File: src/rtl/mat_pkg.sv
package mat_pkg;

  typedef enum logic [1:0] {
    TRK_IDLE = 2'd0,
    TRK_WAIT = 2'd1,
    TRK_DONE = 2'd2
  } trkState_t;

  typedef struct packed {
    logic seedLd;
    logic seedUpg;
    logic clrAll;
    logic takeRsp;
    logic takeInc;
    logic takeDec;
  } trkStrobes_t;

endpackage

File: src/rtl/mat_ctrl.sv
module mat_ctrl
  import mat_pkg::*;
#(
  parameter int ISSUE_LAT = 2
) (
  input  logic        clk,
  input  logic        rstN,
  input  logic        issueValid,
  input  logic        issueUpgrade,
  input  logic        rspValid,
  input  logic        incOne,
  input  logic        decOne,
  input  logic        dealloc,
  input  logic        nextZero,
  input  logic        sharersNext,
  output trkStrobes_t strb,
  output logic        busy,
  output logic        trigValid,
  output logic        trigNoSharers,
  output logic        reqIssue
);

  trkState_t state, stateNext;
  logic live;
  logic fire;

  assign live = (state != TRK_IDLE);
  assign busy = live;

  always_comb begin
    strb.seedLd  = issueValid;
    strb.seedUpg = issueValid & issueUpgrade;
    strb.clrAll  = dealloc & ~issueValid;
    strb.takeRsp = live & rspValid & ~issueValid & ~dealloc;
    strb.takeInc = live & incOne & ~issueValid & ~dealloc;
    strb.takeDec = live & decOne & ~issueValid & ~dealloc;
  end

  // completion fires only from the armed state
  assign fire = strb.takeRsp & nextZero & (state == TRK_WAIT);

  always_comb begin
    stateNext = state;
    if (issueValid)        stateNext = TRK_WAIT;
    else if (strb.clrAll)  stateNext = TRK_IDLE;
    else if (fire)         stateNext = TRK_DONE;
  end

  always_ff @(posedge clk) begin
    if (!rstN) begin
      state         <= TRK_IDLE;
      trigValid     <= 1'b0;
      trigNoSharers <= 1'b0;
    end else begin
      state         <= stateNext;
      trigValid     <= fire;
      trigNoSharers <= fire & ~sharersNext;
    end
  end

  generate
    if (ISSUE_LAT == 0) begin : gLat0
      assign reqIssue = issueValid;
    end else if (ISSUE_LAT == 1) begin : gLat1
      logic issD;
      always_ff @(posedge clk) begin
        if (!rstN) issD <= 1'b0;
        else       issD <= issueValid;
      end
      assign reqIssue = issD;
    end else begin : gLatN
      logic [ISSUE_LAT-1:0] issPipe;
      always_ff @(posedge clk) begin
        if (!rstN) issPipe <= '0;
        else       issPipe <= {issPipe[ISSUE_LAT-2:0], issueValid};
      end
      assign reqIssue = issPipe[ISSUE_LAT-1];
    end
  endgenerate

  assert_trig_pulse_R6: assert property (@(posedge clk) disable iff (!rstN)
    trigValid |=> !trigValid);

  assert_single_fire_R7: assert property (@(posedge clk) disable iff (!rstN)
    trigValid |-> (state == TRK_DONE));

  assert_idle_quiet_R11: assert property (@(posedge clk) disable iff (!rstN)
    (state == TRK_IDLE) && !issueValid |=> (state == TRK_IDLE) && !trigValid);

endmodule

File: src/rtl/mat_dp.sv
module mat_dp
  import mat_pkg::*;
#(
  parameter int NUM_CACHES = 4,
  parameter int ACK_W      = 3,
  parameter int ID_W       = 3,
  parameter int TIME_W     = 16,
  parameter int CNT_W      = 5
) (
  input  logic                     clk,
  input  logic                     rstN,
  input  trkStrobes_t              strb,
  input  logic [ACK_W-1:0]         rspAcks,
  input  logic                     rspShared,
  input  logic [ID_W-1:0]          rspSender,
  input  logic [TIME_W-1:0]        nowTime,
  output logic signed [CNT_W-1:0]  pendingCnt,
  output logic                     sharersSeen,
  output logic [ID_W-1:0]          lastResponder,
  output logic [TIME_W-1:0]        firstRspTime,
  output logic                     underflowErr,
  output logic                     nextZero,
  output logic                     sharersNext
);

  localparam logic signed [CNT_W-1:0] ONE       = CNT_W'(1);
  localparam logic signed [CNT_W-1:0] SEED_FULL = CNT_W'(NUM_CACHES);

  logic signed [CNT_W-1:0] ackTerm;
  logic signed [CNT_W-1:0] incTerm;
  logic signed [CNT_W-1:0] decTerm;
  logic signed [CNT_W-1:0] nextCnt;
  logic signed [CNT_W-1:0] seedVal;
  logic                    adjusting;

  always_comb begin
    ackTerm   = strb.takeRsp ? $signed({{(CNT_W-ACK_W){1'b0}}, rspAcks}) : '0;
    incTerm   = strb.takeInc ? ONE : '0;
    decTerm   = strb.takeDec ? ONE : '0;
    nextCnt   = pendingCnt - ackTerm + incTerm - decTerm;
    seedVal   = strb.seedUpg ? (SEED_FULL - ONE) : SEED_FULL;
    adjusting = strb.takeRsp | strb.takeInc | strb.takeDec;
  end

  assign nextZero    = (nextCnt == '0);
  assign sharersNext = sharersSeen | (strb.takeRsp & rspShared);

  always_ff @(posedge clk) begin
    if (!rstN) begin
      pendingCnt    <= '0;
      sharersSeen   <= 1'b0;
      lastResponder <= '0;
      firstRspTime  <= '0;
      underflowErr  <= 1'b0;
    end else if (strb.seedLd) begin
      pendingCnt    <= seedVal;
      sharersSeen   <= 1'b0;
      lastResponder <= '0;
      firstRspTime  <= '0;
      underflowErr  <= 1'b0;
    end else if (strb.clrAll) begin
      pendingCnt    <= '0;
      sharersSeen   <= 1'b0;
      lastResponder <= '0;
      firstRspTime  <= '0;
      underflowErr  <= 1'b0;
    end else begin
      pendingCnt <= nextCnt;
      if (strb.takeRsp) begin
        sharersSeen   <= sharersNext;
        lastResponder <= rspSender;
        if (firstRspTime == '0) firstRspTime <= nowTime;
      end
      if (adjusting && (nextCnt < 0)) underflowErr <= 1'b1;
    end
  end

  assert_ack_nonzero_R4: assert property (@(posedge clk) disable iff (!rstN)
    strb.takeRsp |-> (rspAcks != '0));

  assert_seed_range_R2: assert property (@(posedge clk) disable iff (!rstN)
    strb.seedLd |=> (pendingCnt > 0) && (pendingCnt <= SEED_FULL) && !sharersSeen);

  assert_err_sticky_R10: assert property (@(posedge clk) disable iff (!rstN)
    underflowErr && !strb.seedLd && !strb.clrAll |=> underflowErr);

  assert_release_clear_R12: assert property (@(posedge clk) disable iff (!rstN)
    strb.clrAll |=> (pendingCnt == '0) && (lastResponder == '0) && !underflowErr);

endmodule

File: src/rtl/miss_ack_tracker.sv
module miss_ack_tracker
  import mat_pkg::*;
#(
  parameter int NUM_CACHES = 4,
  parameter int ID_W       = 3,
  parameter int TIME_W     = 16,
  parameter int ISSUE_LAT  = 2,
  localparam int ACK_W     = $clog2(NUM_CACHES + 1),
  localparam int CNT_W     = ACK_W + 2
) (
  input  logic                    clk,
  input  logic                    rstN,
  input  logic                    issueValid,
  input  logic                    issueUpgrade,
  input  logic                    rspValid,
  input  logic [ACK_W-1:0]        rspAcks,
  input  logic                    rspShared,
  input  logic [ID_W-1:0]         rspSender,
  input  logic [TIME_W-1:0]       nowTime,
  input  logic                    incOne,
  input  logic                    decOne,
  input  logic                    dealloc,
  output logic                    reqIssue,
  output logic                    busy,
  output logic signed [CNT_W-1:0] pendingCnt,
  output logic                    sharersSeen,
  output logic [ID_W-1:0]         lastResponder,
  output logic [TIME_W-1:0]       firstRspTime,
  output logic                    trigValid,
  output logic                    trigNoSharers,
  output logic                    underflowErr
);

  trkStrobes_t strb;
  logic        nextZero;
  logic        sharersNext;

  mat_ctrl #(.ISSUE_LAT(ISSUE_LAT)) uCtrl (
    .clk          (clk),
    .rstN         (rstN),
    .issueValid   (issueValid),
    .issueUpgrade (issueUpgrade),
    .rspValid     (rspValid),
    .incOne       (incOne),
    .decOne       (decOne),
    .dealloc      (dealloc),
    .nextZero     (nextZero),
    .sharersNext  (sharersNext),
    .strb         (strb),
    .busy         (busy),
    .trigValid    (trigValid),
    .trigNoSharers(trigNoSharers),
    .reqIssue     (reqIssue)
  );

  mat_dp #(
    .NUM_CACHES(NUM_CACHES),
    .ACK_W     (ACK_W),
    .ID_W      (ID_W),
    .TIME_W    (TIME_W),
    .CNT_W     (CNT_W)
  ) uDp (
    .clk          (clk),
    .rstN         (rstN),
    .strb         (strb),
    .rspAcks      (rspAcks),
    .rspShared    (rspShared),
    .rspSender    (rspSender),
    .nowTime      (nowTime),
    .pendingCnt   (pendingCnt),
    .sharersSeen  (sharersSeen),
    .lastResponder(lastResponder),
    .firstRspTime (firstRspTime),
    .underflowErr (underflowErr),
    .nextZero     (nextZero),
    .sharersNext  (sharersNext)
  );

endmodule

File: config.mk
export PLATFORM = sky130hd
export DESIGN_NAME = miss_ack_tracker
export DESIGN_NICKNAME = d
export VERILOG_FILES = /design/src/rtl/mat_pkg.sv /design/src/rtl/mat_ctrl.sv /design/src/rtl/mat_dp.sv /design/src/rtl/miss_ack_tracker.sv
export SDC_FILE = /design/constraint.sdc
export NUM_CORES = 1
export LEC_CHECK = 0
export CAP_MARGIN = 0
export CORE_ASPECT_RATIO = 1.25
export CORE_MARGIN = 10
export CORE_UTILIZATION = 43
export CTS_CLUSTER_DIAMETER = 200
export DETAILED_ROUTE_END_ITERATION = 16
export DONT_BUFFER_PORTS = 1
export SLEW_MARGIN = 20
export SYNTH_ARGS = -nofsm -noshare
export SYNTH_HDL_FRONTEND = slang
export SYNTH_HIERARCHICAL = 1
export SYNTH_SLANG_ARGS = --single-unit
File: constraint.sdc
create_clock -name clk -period 6 [get_ports clk]
set_input_delay 1.8 -clock clk [delete_from_list [all_inputs] [get_ports clk]]
set_output_delay 1.8 -clock clk [all_outputs]
set_load 0.1 [all_outputs]
Word level (Yosys, flattened, before mapping)
Cells that the tools add are included.
{"block": "totals", "register_bits": 32, "in_bits": 31, "out_inout_bits": 30, "word_cells": 53}
{"block": "classes", "add_sub_neg": 3, "n_lt_le_gt_ge": 1, "eq_ne": 1, "muxes": 9, "bitwise": 22, "n_reduce_logical": 7}
{"cell": "logical NOT 16 bit", "count": 1}
{"cell": "AND 1 bit", "count": 15}
{"cell": "2-to-1 mux 5 bit", "count": 2}
{"cell": "2-to-1 mux 3 bit", "count": 2}
{"cell": "adder 5 bit", "count": 1}
{"cell": "logical NOT 5 bit", "count": 1}
{"cell": "less-than comparator 5 x 1 -> 1 bit (second input constant)", "count": 1}
{"cell": "2-to-1 mux 1 bit", "count": 5}
{"cell": "subtractor 5 x 2 -> 5 bit", "count": 1}
{"cell": "subtractor 5 bit", "count": 1}
{"cell": "NOT 1 bit", "count": 4}
{"cell": "OR 1 bit", "count": 3}
{"cell": "nonzero test 3 bit", "count": 1}
{"cell": "OR reduction 3 bit", "count": 1}
{"cell": "== test 2 x 1 -> 1 bit (second input constant)", "count": 1}
{"cell": "AND reduction 2 bit", "count": 1}
{"cell": "nonzero test 2 bit", "count": 1}
{"cell": "logical AND 1 bit", "count": 1}

Depth between registers and ports, before layout
{"block": "logic_depth", "word_depth": 14, "depth_mapped": 15, "ltp_nobuf": 13}

By module
Netlist, hierarchy kept.
{"module": "mat_dp", "instances": 1, "cells_each": 138, "area_per_inst_um2": 1272.5, "seq_area_each_um2": 520.5}
{"module": "mat_ctrl", "instances": 1, "cells_each": 26, "area_per_inst_um2": 270.3, "seq_area_each_um2": 120.1}

Worst setup path after synthesis
OpenSTA, ideal clock, no wires.
{"block": "synth_path", "path_type": "input -> register", "start": "input issueValid", "end": "register uCtrl.state[0]", "setup_ps": 116, "t_arrival_ps": 4794, "required_time_ps": 5884, "setup_slack_ps": 1089, "cell_stages": 15, "path_buffers": 2, "cell_sequence": "or2_1 -> buf_6 -> nor3b_1 -> buf_4 -> nand2_1 -> fa_1 -> fa_1 -> ha_1 -> inv_1 -> fa_1 -> xor2_1 -> nand3_1 -> a21oi_1 -> nand3b_1 -> a41o_1"}
{"item": "start: declaration", "line_no": "miss_ack_tracker.sv:13", "source": "input logic issueValid,"}
{"item": "end signal: assignment", "line_no": "mat_ctrl.sv:55", "source": "state <= stateNext;"}
{"item": "end: declaration", "line_no": "mat_ctrl.sv:23", "source": "trkState_t state, stateNext;"}

==> results.tsv <==
stage	metric	value	unit
sta	crit share post-route	79.82	%
drt	via count	1159	
global_route	total grt overflow	0	
layout	Layout Nets	207	
floorplan	Site Rows	24	
critical_path	Setup crit end kind	flop	
logic_synthesis	Syn Area/Cell	9.407	µm²
floorplan	die height	86.97	µm
logic_synthesis	yosys warns	6	
logic_synthesis	most frequent cells after synthesis	dfxtp_1 (32), nand2_1 (23), nand3_1 (17)	
cts	worst-skew pair later-pin latency	0.28	ns
layout	ant diodes	0	
cts	H-Tree Depth	2	
critical_path	CP Launch Type	input pin	
placement	IO Port Bufs	0	
cts	Clock Root Buffer	clkbuf_8	
logic_synthesis	Post-synth EDFFs	0	
sta	RSZ-0062 raised after global routing	false	
logic_synthesis	count of cell types in the netlist	37	
critical_path	Crit Path Class	input pin to flop	
critical_path	CP Max Fanout	9	
placement	pre-CTS WS	0.9090	ns
floorplan	I/O pin count	61	
power_and_ir_drop	Peak VDD IR	187.3	µV
global_route	initial antenna violation count	0	
critical_path	Worst Path Required	6.18	ns
drt	Via density	5.599	
drt	initial drt markers	33	
cts	Inserted Clock Buffers	5	
sta	fmax	208.8	MHz
power_and_ir_drop	P per Cell Area	279.0	nW/µm²
global_route	largest net degree at the start of global routing	20	
logic_synthesis	synthesis-stage register bit count	32	
sta	setup ws final	1.211	ns
critical_path	cell repeated most along the worst path	fa_1	
critical_path	Crit path max-delay family	adder cells	
global_route	vias in the first global route	1270	
critical_path	Critical Path AT	4.97	ns
logic_synthesis	Mapped Area	1543	µm²
cts	Clock transition at path regs	0.06	ns
global_route	Overall Global Routing Usage	12.08	%
cts	clk sink count	32	
drt	final wirelength	3642	µm
floorplan	Die W	73.58	µm
sta	max_slew headroom	29.89	%
cts	clock buffer depth	2	
floorplan	Initial Util	44.29	%
sta	Fin Clk Skew	0.003886	ns
floorplan	Core Region	3483	µm²
logic_synthesis	cell taking the most area after synthesis	dfxtp_1	
critical_path	worst-path cell chain	or2_1, nor3b_1, inv_1, fa_1, fa_1, ha_1, inv_1, fa_1, xor2_1, nand3_1, a21oi_1, nand3b_1, a41o_1	
sta	setup_tns	0	ns
logic_synthesis	top-count cell post-synth	dfxtp_1	
drt	WL per Instance	17.59	µm
drt	drt pass-1 iters	4	
flow_run	Max-Cap Viols	0	
power_and_ir_drop	Leak	0.6783	nW
cts	Hold Buf Count CTS	0	
sta	Finish-stage setup viols	0	
sta	Slew Viols, Final	0	
critical_path	slowest CP cell	fa_1	
layout	design area	1650	µm²
layout	share of cells above drive strength 1	17.86	%
cts	Resized cells post-CTS	0	
sta	worst-margin pin slew	1.050	ns
critical_path	Buf/Inv on CP	2	
logic_synthesis	post-synthesis sequential area ratio	41.52	%
outcome	status	finished clean	
logic_synthesis	Async S/R FF share, synth	0	%
floorplan	Die Area	6399	µm²
cts	post-CTS setup buffers	0	
sta	Final Hold Vio Count	0	
placement	placed inst area	1560	µm²
drt	Post-DRT Antenna Nets	0	
placement	Final HPWL DP	2992	µm
global_route	global-route wire length before repair	6016	µm
logic_synthesis	ranking of synthesized cells by area	dfxtp_1 (42%), o21ai_2 (5.7%), nand2_1 (5.6%)	
power_and_ir_drop	overall power	0.4605	mW
sta	Min Clock Period, post-route	4.789	ns
layout	Area Growth Syn to Fin	6.975	%
placement	routability cong.	0.8341	
cts	CTS tree	done	
logic_synthesis	top cell type's share of synthesized area	41.52	%
critical_path	CP peak stage delay	0.50	ns
logic_synthesis	Synth Flop Type	dfxtp_1	
worst_hold_path	hold crit path type	flop to flop	
drt	DRC viols	0	
logic_synthesis	post-synthesis cell count	164	
logic_synthesis	syn nets	204	
layout	Filler cells	352	
==> cell type report <==
| type | count | area, µm² | area share [%] |
|---|---|---|---|
| multi-input cells | 116 | 810.8 | 49.13 |
| flip-flops and latches | 32 | 640.6 | 38.82 |
| clock buffers | 8 | 90.09 | 5.459 |
| well taps | 39 | 48.80 | 2.957 |
| repair buffers | 4 | 30.03 | 1.820 |
| inverters | 8 | 30.03 | 1.820 |
==> layer usage <==
| metal | part of all wire [%] | global-route usage (%) |
|---|---|---|
| met3 | 12 | 6.963 |
| met4 | 1.5 | 4.584 |
| met5 | 0 | 0 |
| met1 | 34 | 10.87 |
| met2 | 53 | 21.51 |
==> worst reg2reg max path: stages, from the launching register on <==
cell	delay (ns)
dfxtp_1	0.38
nor2_1	0.10
nor3b_1	0.28
inv_1	0.11
fa_1	0.42
fa_1	0.50
ha_1	0.17
inv_1	0.06
fa_1	0.37
xor2_1	0.20
nand3_1	0.10
a21oi_1	0.18
nand3b_1	0.18
a41o_1	0.27
==> path summary, 6_finish.rpt <==
path,from,endpoint,slack [ns],depth (start not counted)
min,uCtrl/gLatN.issPipe[0],uCtrl/gLatN.issPipe[1],0.44,1
max reg2reg,uCtrl/state[0],uCtrl/state[0],2.59,13
min reg2reg,uCtrl/gLatN.issPipe[0],uCtrl/gLatN.issPipe[1],0.44,1
max,issueValid,uCtrl/state[0],1.21,13
==> power breakdown <==
| group | switching, mW | internal [mW] |
|---|---|---|
| clock network | 0.0733 | 0.0934 |
| registers | 0.0275 | 0.217 |
| logic | 0.0306 | 0.0188 |
==> state kept, by name, indices dropped and copies added, names as in the netlist <==
register,cells
uCtrl/trigNoSharers,1
uDp/pendingCnt,5
uDp/lastResponder,3
uDp/firstRspTime,16
uCtrl/state,2
uDp/sharersSeen,1
uCtrl/trigValid,1
uDp/underflowErr,1
uCtrl/gLatN.issPipe,2
==> per-stage QoR <==
step	hold slack (ns)	std cells	util [%]
2_1_floorplan	0.4118	164	-
3_3_place_gp	0.4151	199	44.79
3_5_place_dp	0.4234	199	44.79
4_1_cts	0.4413	207	47.38
5_1_grt	0.4471	207	47.38
6_report	0.4353	207	47.38
==> logic make-up (layout without fill, tap and decap cells) <==
family | after synthesis | in the layout | synth area share (%)
multiplexers | 3 | 3 | 1.947
adder cells (fa/ha/maj) | 9 | 9 | 8.759
AND/OR/NAND/NOR | 75 | 75 | 27.58
buffers and inverters | 16 | 20 | 6.245
AO/OA/AOI/OAI | 27 | 27 | 12.81
XOR/XNOR | 2 | 2 | 1.136
flip-flops | 32 | 32 | 41.52
==> layout by cell type (no fill, tap or decap), types with 2 or more instances in the layout <==
master,instances
a21boi_0,2
a21o_1,2
a21oi_1,2
and2_1,3
and2_2,2
buf_4,4
clkbuf_1,2
clkbuf_8,6
dfxtp_1,32
fa_1,3
ha_1,6
inv_1,8
mux2i_1,3
nand2_1,23
nand3_1,17
nand3_2,2
nor2_1,9
nor3_1,4
nor3b_1,3
nor3b_2,2
nor4_2,2
o21ai_0,6
o21ai_2,10
xor2_1,2
(Power assumes the default switching activity.)
